## config.mk

```make
export PLATFORM = sky130hd
export DESIGN_NAME = kbd_rollover_debouncer
export DESIGN_NICKNAME = d
export VERILOG_FILES = /design/src/rtl/kbd_rollover_pkg.sv /design/src/rtl/kbd_scan_datapath.sv /design/src/rtl/kbd_rollover_ctrl.sv /design/src/rtl/kbd_rollover_debouncer.sv
export SDC_FILE = /design/constraint.sdc
export NUM_CORES = 1
export LEC_CHECK = 0
export BUFFER_PORTS_ARGS = -buffer_cell sky130_fd_sc_hd__buf_4
export CORE_MARGIN = 10
export CORE_UTILIZATION = 52
export DETAILED_ROUTE_END_ITERATION = 10
export PLACE_DENSITY_LB_ADDON = 0.08
export REMOVE_ABC_BUFFERS = 1
export SETUP_SLACK_MARGIN = 0.05
export SYNTH_ARGS = -nofsm -noshare
export SYNTH_HDL_FRONTEND = slang
export SYNTH_SLANG_ARGS = --single-unit
```

## constraint.sdc

```tcl
create_clock -name clk -period 2.1 [get_ports clk]
set_clock_uncertainty 0.05 [all_clocks]
set_input_delay 0.21 -clock clk [delete_from_list [all_inputs] [get_ports clk]]
set_output_delay 0.21 -clock clk [all_outputs]
set_load 0.05 [all_outputs]
```

## src/rtl/kbd_rollover_pkg.sv

```systemverilog
package kbd_rollover_pkg;

  localparam int NUM_SLOTS = 2;

  typedef enum logic [1:0] {
    SLOT_FREE  = 2'd0,
    SLOT_PRESS = 2'd1,
    SLOT_HELD  = 2'd2,
    SLOT_REL   = 2'd3
  } slotState_t;

  // Strobes from control to datapath
  typedef struct packed {
    logic [NUM_SLOTS-1:0] alloc;   // capture scan position into slot
    logic [NUM_SLOTS-1:0] cntClr;  // clear slot debounce count
    logic [NUM_SLOTS-1:0] cntInc;  // advance slot debounce count
    logic                 loadOut; // load key code output
    logic                 outSel;  // slot whose code is loaded
  } dpStrobe_t;

endpackage

```

## src/rtl/kbd_scan_datapath.sv

```systemverilog
module kbd_scan_datapath
  import kbd_rollover_pkg::*;
#(
  parameter int SCAN_W    = 6,
  parameter int DEB_COUNT = 3
) (
  input  logic                 clk,
  input  logic                 rst,
  input  logic                 keySense,
  input  logic                 testMode,
  input  dpStrobe_t            strobe,
  output logic [SCAN_W-1:0]    scanPos,
  output logic                 scanWrap,
  output logic [NUM_SLOTS-1:0] hitPos,
  output logic [NUM_SLOTS-1:0] seenNow,
  output logic [NUM_SLOTS-1:0] cntTerm,
  output logic [SCAN_W-1:0]    keyCode
);

  localparam int CNT_W = (DEB_COUNT > 1) ? $clog2(DEB_COUNT) : 1;
  localparam logic [CNT_W-1:0]  TERM      = CNT_W'(DEB_COUNT - 1);
  localparam logic [SCAN_W-1:0] SCAN_LAST = '1;

  logic [SCAN_W-1:0] scanCnt;
  logic [SCAN_W-1:0] slotCode [NUM_SLOTS];

  always_ff @(posedge clk) begin
    if (rst) scanCnt <= '0;
    else     scanCnt <= scanCnt + 1'b1;
  end

  assign scanPos  = scanCnt;
  assign scanWrap = (scanCnt == SCAN_LAST);


  scan_wrap_chk: assert property (@(posedge clk) disable iff (rst)
    scanWrap |=> scanCnt == '0);

  scan_step_chk: assert property (@(posedge clk) disable iff (rst)
    !scanWrap |=> scanCnt == $past(scanCnt) + 1'b1);

  for (genvar s = 0; s < NUM_SLOTS; s++) begin : g_slot
    logic [SCAN_W-1:0] codeQ;
    logic [CNT_W-1:0]  cntQ;
    logic              seenQ;

    assign slotCode[s] = codeQ;
    assign hitPos[s]   = (codeQ == scanCnt);
    assign seenNow[s]  = seenQ | (keySense & hitPos[s]);
    assign cntTerm[s]  = testMode | (cntQ == TERM);

    always_ff @(posedge clk) begin
      if (rst) begin
        codeQ <= '0;
        cntQ  <= '0;
        seenQ <= 1'b0;
      end else begin
        if (strobe.alloc[s]) begin
          codeQ <= scanCnt;
          seenQ <= ~scanWrap;
        end else begin
          seenQ <= scanWrap ? 1'b0 : seenNow[s];
        end
        if (strobe.cntClr[s])      cntQ <= '0;
        else if (strobe.cntInc[s]) cntQ <= cntQ + 1'b1;
      end
    end


    deb_bound_chk: assert property (@(posedge clk) disable iff (rst)
      cntQ <= TERM);
  end

  always_ff @(posedge clk) begin
    if (rst)                 keyCode <= '0;
    else if (strobe.loadOut) keyCode <= slotCode[strobe.outSel];
  end

endmodule

```

## src/rtl/kbd_rollover_ctrl.sv

```systemverilog
module kbd_rollover_ctrl
  import kbd_rollover_pkg::*;
(
  input  logic                 clk,
  input  logic                 rst,
  input  logic                 keySense,
  input  logic                 scanWrap,
  input  logic [NUM_SLOTS-1:0] hitPos,
  input  logic [NUM_SLOTS-1:0] seenNow,
  input  logic [NUM_SLOTS-1:0] cntTerm,
  input  logic                 ackIn,
  input  logic                 clearKey,
  input  logic                 alarmSet,
  input  logic                 alarmReset,
  output dpStrobe_t            strobe,
  output logic                 charReady,
  output logic                 kbdAlarm
);

  slotState_t slotSt [NUM_SLOTS];
  slotState_t slotNx [NUM_SLOTS];

  logic [NUM_SLOTS-1:0] active, accepted, allocVec, acceptVec, cntInc, cntClr;
  logic ownedHit, newKey, pending;
  logic secondKeyAlarm, thirdKeyAlarm, report, overrun, clearReq;

  for (genvar s = 0; s < NUM_SLOTS; s++) begin : g_flags
    assign active[s]   = (slotSt[s] != SLOT_FREE);
    assign accepted[s] = (slotSt[s] == SLOT_HELD) || (slotSt[s] == SLOT_REL);
  end

  assign ownedHit = |(hitPos & active);
  assign newKey   = keySense & ~ownedHit;
  assign pending  = charReady & ~ackIn;

  // Slot allocation and overlap detection
  always_comb begin
    allocVec       = '0;
    secondKeyAlarm = 1'b0;
    thirdKeyAlarm  = 1'b0;
    if (newKey) begin
      if (active == '0) begin
        allocVec[0] = 1'b1;
      end else if (&active) begin
        thirdKeyAlarm = 1'b1;
      end else if (!active[0]) begin
        if (accepted[1]) begin
          allocVec[0]    = 1'b1;
          secondKeyAlarm = pending;
        end
      end else if (accepted[0]) begin
        allocVec[1]    = 1'b1;
        secondKeyAlarm = pending;
      end
    end
  end

  // Per-slot press/release debounce sequencing
  always_comb begin
    for (int s = 0; s < NUM_SLOTS; s++) begin
      slotNx[s]    = slotSt[s];
      cntInc[s]    = 1'b0;
      cntClr[s]    = allocVec[s];
      acceptVec[s] = 1'b0;
      unique case (slotSt[s])
        SLOT_FREE: if (allocVec[s]) slotNx[s] = SLOT_PRESS;
        SLOT_PRESS: if (scanWrap) begin
          if (!seenNow[s])     slotNx[s] = SLOT_FREE;
          else if (cntTerm[s]) begin
            slotNx[s]    = SLOT_HELD;
            acceptVec[s] = 1'b1;
          end else             cntInc[s] = 1'b1;
        end
        SLOT_HELD: if (scanWrap && !seenNow[s]) begin
          slotNx[s] = SLOT_REL;
          cntClr[s] = 1'b1;
        end
        SLOT_REL: if (scanWrap) begin
          if (seenNow[s])      slotNx[s] = SLOT_HELD;
          else if (cntTerm[s]) slotNx[s] = SLOT_FREE;
          else                 cntInc[s] = 1'b1;
        end
      endcase
    end
  end

  assign report   = (|acceptVec) & ~kbdAlarm & ~pending;
  assign overrun  = (|acceptVec) & ~kbdAlarm & pending;
  assign clearReq = clearKey | alarmReset;

  always_comb begin
    strobe.alloc   = allocVec;
    strobe.cntClr  = cntClr;
    strobe.cntInc  = cntInc;
    strobe.loadOut = report;
    strobe.outSel  = acceptVec[1];
  end

  always_ff @(posedge clk) begin
    if (rst) begin
      for (int s = 0; s < NUM_SLOTS; s++) slotSt[s] <= SLOT_FREE;
      charReady <= 1'b0;
      kbdAlarm  <= 1'b0;
    end else begin
      for (int s = 0; s < NUM_SLOTS; s++) slotSt[s] <= slotNx[s];
      if (report)     charReady <= 1'b1;
      else if (ackIn) charReady <= 1'b0;
      if (clearReq)   kbdAlarm <= 1'b0;
      else if (alarmSet | secondKeyAlarm | thirdKeyAlarm | overrun)
                      kbdAlarm <= 1'b1;
    end
  end


  cr_hold_chk: assert property (@(posedge clk) disable iff (rst)
    charReady && !ackIn |=> charReady);

  alarm_clear_chk: assert property (@(posedge clk) disable iff (rst)
    clearKey || alarmReset |=> !kbdAlarm);

  alarm_set_chk: assert property (@(posedge clk) disable iff (rst)
    alarmSet && !clearKey && !alarmReset |=> kbdAlarm);

  alarm_mute_chk: assert property (@(posedge clk) disable iff (rst)
    kbdAlarm |=> !$rose(charReady));

  third_key_chk: assert property (@(posedge clk) disable iff (rst)
    (&active) && keySense && !ownedHit && !clearKey && !alarmReset |=> kbdAlarm);

  single_press_chk: assert property (@(posedge clk) disable iff (rst)
    $countones({slotSt[0] == SLOT_PRESS, slotSt[1] == SLOT_PRESS}) <= 1);

endmodule

```

## src/rtl/kbd_rollover_debouncer.sv

```systemverilog
module kbd_rollover_debouncer
  import kbd_rollover_pkg::*;
#(
  parameter int SCAN_W    = 6,
  parameter int DEB_COUNT = 3
) (
  input  logic              clk,
  input  logic              rst,
  input  logic              keySense,
  input  logic              testMode,
  input  logic              ackIn,
  input  logic              clearKey,
  input  logic              alarmSet,
  input  logic              alarmReset,
  output logic [SCAN_W-1:0] scanPos,
  output logic [SCAN_W-1:0] keyCode,
  output logic              charReady,
  output logic              kbdAlarm
);

  dpStrobe_t            strobe;
  logic                 scanWrap;
  logic [NUM_SLOTS-1:0] hitPos, seenNow, cntTerm;

  kbd_scan_datapath #(.SCAN_W(SCAN_W), .DEB_COUNT(DEB_COUNT)) u_dp (
    .clk(clk), .rst(rst), .keySense(keySense), .testMode(testMode),
    .strobe(strobe), .scanPos(scanPos), .scanWrap(scanWrap),
    .hitPos(hitPos), .seenNow(seenNow), .cntTerm(cntTerm), .keyCode(keyCode)
  );

  kbd_rollover_ctrl u_ctrl (
    .clk(clk), .rst(rst), .keySense(keySense), .scanWrap(scanWrap),
    .hitPos(hitPos), .seenNow(seenNow), .cntTerm(cntTerm),
    .ackIn(ackIn), .clearKey(clearKey), .alarmSet(alarmSet),
    .alarmReset(alarmReset), .strobe(strobe),
    .charReady(charReady), .kbdAlarm(kbdAlarm)
  );


  code_hold_chk: assert property (@(posedge clk) disable iff (rst)
    charReady && !ackIn |=> $stable(keyCode));

endmodule

```

After elaboration in Yosys (flattened, before gate mapping)

Memory sizes are Yosys's and may differ from the RTL's.
Cells that the tools add are included.

Register bits: 32
Bits in writable memories: 4
Input port bits: 8
Output and inout bits: 14
Logic and storage cells: 141
Memories kept: 1

Memories:

| name          | depth | bits a word | read ports | clocked after Yosys merged registers in | write ports | line                    | source |
|---|---|---|---|---|---|---|---|
| u_ctrl.slotSt | 2     | 2           | 2          | 0                                       | 2           | kbd_rollover_ctrl.sv:20 | `slotState_t slotSt [NUM_SLOTS];` |

Add/sub/neg operators: 3
$lt $le $gt $ge: 1
Equal/unequal tests: 11
Muxes and demuxes: 73
Bitwise gates (word level): 24
Reductions and logical operators: 18

Operator list:

| operator                                                               | count |
|---|---|
| 1-bit two-way mux                                                      | 46 |
| 2-bit two-way mux                                                      | 20 |
| 6-bit two-way mux                                                      | 3 |
| 2-bit one-hot mux with 4 select lines                                  | 2 |
| 2-bit equality test (second input constant)                            | 6 |
| 6-bit equality test                                                    | 2 |
| 1-bit bitwise OR                                                       | 10 |
| 2-bit OR reduction                                                     | 5 |
| 1-bit AND                                                              | 7 |
| 6-bit by 1-bit adder with 6-bit output (second input constant)         | 1 |
| 6-bit equality test (second input constant)                            | 1 |
| 2-bit zero test                                                        | 3 |
| 2-bit nonzero test                                                     | 3 |
| 1-bit inverter                                                         | 5 |
| 2-bit by 1-bit adder with 2-bit output (second input constant)         | 2 |
| 2-bit by 1-bit equality test with 1-bit output (second input constant) | 2 |
| 1-bit one-hot mux with 2 select lines                                  | 2 |
| 2-bit AND                                                              | 1 |
| 2-bit >= comparator (second input constant)                            | 1 |
| 1-bit logical AND                                                      | 2 |
| 1-bit zero test                                                        | 2 |
| 1-bit logical OR                                                       | 2 |
| 1-bit inverter with 2-bit output                                       | 1 |
| 2-bit AND reduction                                                    | 1 |

Logic depth before layout (Yosys ltp)

Depth after elaboration: 10
Mapped depth: 8
Gate-level depth less buffers: 8

Hierarchy

From an unflattened synthesis, not the netlist that was laid out.

Cells, all modules: 204
Area, all modules: 1840.5 um^2

Modules (own cells, without submodules):

| module            | instances | cells an instance | area each (um^2) | seq. area each (um^2) |
|---|---|---|---|---|
| kbd_scan_datapath | 1         | 141               | 1355.0           | 600.6 |
| kbd_rollover_ctrl | 1         | 63                | 485.5            | 120.1 |

Worst setup path before layout

Ideal clock, no wire load.

Path kind: reg-to-reg
Start: reg u_dp.scanCnt[1] (netlist: u_dp.scanPos[1])
End: reg u_dp.keyCode[0]
Setup time: 119 ps
Data arrival time: 2304 ps
Data required time: 1931 ps
Slack: -373 ps
Cell stages (with the launch flop): 9
Path buffers: 1
Period minus slack after synthesis: 2473 ps
Path through: dfxtp_1 ha_1 and4_4 nand3_2 nor3_1 nand2_2 or2_0 buf_2 o221a_1

Cells in the longest elaborated chain, start to end: 10
Elaborated cells on any way between the ends: 20
Those cells by class: eq/ne (3); mux (9); bitwise (7); reduce/logical (1)

Ends and longest elaborated chain:

| item                                                   | line                    | source |
|---|---|---|
| from (decl)                                            | kbd_scan_datapath.sv:24 | `logic [SCAN_W-1:0] scanCnt;` |
| from (signal assigned)                                 | kbd_scan_datapath.sv:29 | `else scanCnt <= scanCnt + 1'b1;` |
| 6-bit equality test                                    | kbd_scan_datapath.sv:48 | `assign hitPos[s] = (codeQ == scanCnt);` |
| 1-bit AND                                              | kbd_scan_datapath.sv:49 | `assign seenNow[s] = seenQ \| (keySense & hitPos[s]);` |
| 1-bit bitwise OR                                       | kbd_scan_datapath.sv:49 |  |
| 1-bit two-way mux                                      | kbd_rollover_ctrl.sv:68 | `if (!seenNow[s]) slotNx[s] = SLOT_FREE;` |
| 1-bit two-way mux                                      | kbd_rollover_ctrl.sv:67 | `SLOT_PRESS: if (scanWrap) begin` |
| 1-bit two-way mux                                      | kbd_rollover_ctrl.sv:65 | `unique case (slotSt[s])` |
| 1-bit inverter with 2-bit output (implied by the code) | kbd_scan_datapath.sv:76 | `else if (strobe.loadOut) keyCode <= slotCode[strobe.outSel];` |
| 6-bit two-way mux (implied by the code) (3 in series)  | kbd_scan_datapath.sv:76 |  |
| to (signal assigned)                                   | kbd_scan_datapath.sv:76 |  |
| to (decl)                                              | kbd_scan_datapath.sv:17 | `output logic [SCAN_W-1:0] keyCode` |

Several ways; a longest one is shown, not always the timed one. The select of a mux whose other input is x is not followed.
A chain may end at the register's enable or synchronous reset.

Worst setup path after layout

Start: reg u_dp.scanCnt[0] (netlist: u_dp.scanPos[0])
End: reg u_dp.g_slot[1].codeQ[2]

Cells in the longest elaborated chain, start to end: 6
Elaborated cells on any way between the ends: 7
Those cells by class: eq/ne (2); mux (1); bitwise (3); reduce/logical (1)

Ends and longest elaborated chain:

| item                 | line                    | source |
|---|---|---|
| 6-bit equality test  | kbd_scan_datapath.sv:48 |  |
| 2-bit AND *          | kbd_rollover_ctrl.sv:32 | `assign ownedHit = \|(hitPos & active);` |
| 2-bit OR reduction * | kbd_rollover_ctrl.sv:32 |  |
| 1-bit inverter *     | kbd_rollover_ctrl.sv:33 | `assign newKey = keySense & ~ownedHit;` |
| 1-bit AND *          | kbd_rollover_ctrl.sv:33 |  |
| 2-bit two-way mux *  | kbd_rollover_ctrl.sv:41 | `if (newKey) begin` |
| to (signal assigned) | kbd_scan_datapath.sv:59 | `codeQ <= scanCnt;` |
| to (decl)            | kbd_scan_datapath.sv:43 | `logic [SCAN_W-1:0] codeQ;` |

Every way passes the cells marked *; elsewhere a longest branch is shown, timed or not.

==> out/metrics.csv <==
stage;metric;value;unit
worst_hold_path;min_from;clearKey;
synth;synth_most_common_cell;dfxtp_1;
cells_and_area;nNetsFinal;270;
floorplanning;die_h;81.5;um
worst_hold_path;min_delay_worst_endpoint;u_ctrl.kbdAlarm;
worst_hold_path;hold_path_class;input pin to flip-flop;
sta;tightest_slew;0.459;ns
synth;netlist.top_cell.by_area;dfxtp_1;
power;powerDensity;590;mW/mm^2
clock_network;numCtsBuffers;5;
route;viasPerCell;5.59;
floorplanning;ios;22;
cells_and_area;area_growth;29.0;%
clock_network;cts.htree.levels;2;
power;ir_drop;485;uV
route;drt.antenna.violating_nets;0;
setup_path;r2r_setup_slack;0.08;ns
setup_path;slowest_delay;0.33;ns
route;drc;0;
floorplanning;fp-row-count;22;
sta;period_share;96.1;%
floorplanning;chipWidth;81.5;um
setup_path;crit_fanout;7;
clock_network;cts_sinks;36;
setup_path;reg2reg_depth;9;
power;power;1.50;mW
placement;place.gp.congestion;0.878;
clock_network;cts_hold_buf;0;
job;cap_violations;0;
grt;antenna_found_initial;0;
sta;rsz0062_at_grt;yes;
clock_network;cts_buffer_depth;2;
clock_network;cts_tree;yes;
sta;hold_viol;0;
grt;grt_max_degree;34;
cells_and_area;antenna_cells;0;
floorplanning;start_util;53.7;%
cells_and_area;drive_above_1_share;33.5;%
grt;grt_pass1_wl;8010;um
grt;grt_usage;15.3;%
route;via_count;1723;
synth;ys_ff_latch;36;
synth;synth_area;0.00197;mm^2
synth;ys_seq_area_share;36.6;%
synth;yosys.cell_types.count;49;
synth;synth_warnings;0;
power;pwr-share-comb;18.0;%
synth;syn_inst;222;
grt;grt-ovfl-total;0;
route;drtPass1Iterations;4;
floorplanning;die_area;0.00664;mm^2
sta;fin_hold_ws;0.0220;ns
setup_path;critPathLaunch;u_dp.scanPos[0];
power;seqPwrFrac;47.8;%
synth;synth-edff-count;0;
power;p_int;1.09;mW
sta;finalSetupViolations;0;
cells_and_area;postLayoutCoreUtil;69.3;%
worst_hold_path;whs_path_depth;2;
setup_path;critPathLaunchType;flip-flop;
grt;grt_pass1_vias;1713;
setup_path;cp_cell_sequence;buf_6 > xor2_4 > nor4_4 > buf_4 > and2_4 > nand4b_1 > buf_12 > mux2i_1 > nor2_1;
setup_path;critPathRequiredTime;2.22;ns
setup_path;rr_endpoint;u_dp.g_slot[1].codeQ[2];
floorplanning;core_area;0.00366;mm^2
setup_path;cp-end-kind;flip-flop;
setup_path;rr_startpoint;u_dp.scanPos[0];
outcome;outcome;completed;
synth;synth.avg_cell_area;8.86;um^2
placement;numPortBuffers;21;
synth;synth_top_area_share;36.6;%
placement;placedCellCount;292;
placement;hpwl;3620;um
clock_network;root_buffer;clkbuf_8;
synth;yosys-top-cells-count;dfxtp_1, nor2_1, mux2i_1;
sta;maxSlewHeadroom;69.3;%
power;p_sw_share;27.3;%
route;drt_wl_total;5140;um
setup_path;cp_slowest_cell;dfxtp_2;
setup_path;cp.arrival;2.14;ns
power;power_frac_clock;34.2;%
sta;fmax;495;MHz
synth;synth_ff_type;dfxtp_1;
clock_network;insertion_delay;0.29;ns
cells_and_area;fin_cells;308;
route;drtIter0Drc;118;
route;wire_per_inst;16.7;um
power;p_leak;1.05;nW
sta;period_needed;2.02;ns
sta;slew_viol_final;0;
synth;synthArstFlopShare;0;%
setup_path;critPathKind;flip-flop to flip-flop;
clock_network;path_clk_slew;0.07;ns
synth;synth_area_leaders;dfxtp_1, mux2i_1, nor2_1;
power;switchingPower;408;uW
cells by family after synthesis:
family                     count (synthesis)  share of synthesized area (%)
AOI/OAI and AO/OA                         40                           16.1
xor gates and xnor gates                  18                           8.02
adders and majority gates                  3                           1.91
buffers and inverters                     29                           7.63
DFF                                       36                           36.6
muxes                                     16                           8.14
and+or+nand+nor                           80                           21.6
worst max-delay path by stage:
stage / end / slack (ns) / cells past startpoint
global placement: u_dp.keyCode[3] / 0.06 / 7
CTS: u_dp.keyCode[2] / 0.05 / 7
finish: u_dp.g_slot[1].codeQ[2] / 0.08 / 9
global route: u_ctrl.slotSt[0][2] / -0.004 / 8
floorplan: u_dp.keyCode[0] / -0.39 / 7
detailed placement: u_dp.keyCode[2] / -0.10 / 7
layer usage:
layer / vias to the layer above / GRT usage (%) / part of all wire (%)
met2: 40 / 26.1 / 52
met1: 832 / 17.2 / 42
li1: 837 / - / -
met5: - / 0 / 0
met4: 0 / 6.40 / 2.0
met3: 14 / 4.80 / 4.1
layout make-up:
cell class	count	area [um^2]
multi-input cells	157	1240
fillers	286	1120
flip-flops and latches	36	724
repair buffers	48	380
clock buffers	6	82.6
well taps	48	60.1
inverters	11	41.3
clock inverters	2	10.0
timing repair:
item / 4_1_cts / 5_1_grt
gates cloned: 0 / 0
buffers inserted: 0 / 8
endpoints found under the setup margin: 8 / 19
pin swaps: 1 / 10
gates resized for setup: 2 / 27
cells in the final DEF, fill, tap and decap left out, types with 5 or more instances in the layout:
| cell | instances |
|---|---|
| clkbuf_8 | 6 |
| mux2i_1 | 13 |
| buf_4 | 45 |
| nand3_1 | 5 |
| o221a_1 | 6 |
| o21ai_0 | 11 |
| nand2b_1 | 5 |
| nor2_1 | 31 |
| xnor2_1 | 9 |
| nand2_1 | 10 |
| a21oi_1 | 5 |
| dfxtp_1 | 33 |
| inv_1 | 11 |
through the flow:
step | worst slack [ns] | setup TNS (ns) | area [um^2]
after CTS | 0.0546 | 0 | 2330
final | 0.0813 | 0 | 2540
after floorplan | -0.394 | -5.00 | 1860
after global placement | 0.0630 | 0 | 2230
after detailed placement | -0.103 | -0.581 | 2230
after global routing | -0.00372 | -0.00372 | 2540
power groups by stage:
stage | Sequential (mW) | Combinational (mW) | Clock, mW
2_1_floorplan | 0.747 | 0.106 | 0
3_3_place_gp | 0.725 | 0.209 | 0
3_5_place_dp | 0.727 | 0.212 | 0
4_1_cts | 0.711 | 0.211 | 0.524
5_1_grt | 0.717 | 0.284 | 0.558
6_report | 0.716 | 0.269 | 0.512
critical path, delay by kind of cell (launching register included):
family | cells | cell delay (ns)
and+or+nand+nor | 4 | 0.64
muxes | 1 | 0.20
DFF | 1 | 0.33
xor gates and xnor gates | 1 | 0.18
buffers and inverters | 3 | 0.48
flip-flops by register name, indices dropped and copies added (netlist names), named ones only:
name	count
u_dp.g_slot.codeQ	12
u_dp.keyCode	6
u_dp.scanPos	6
u_dp.g_slot.cntQ	4
u_ctrl.slotSt	2
u_dp.g_slot.seenQ	2
u_ctrl.charReady	1
u_ctrl.kbdAlarm	1
(Power assumes the default switching activity.)
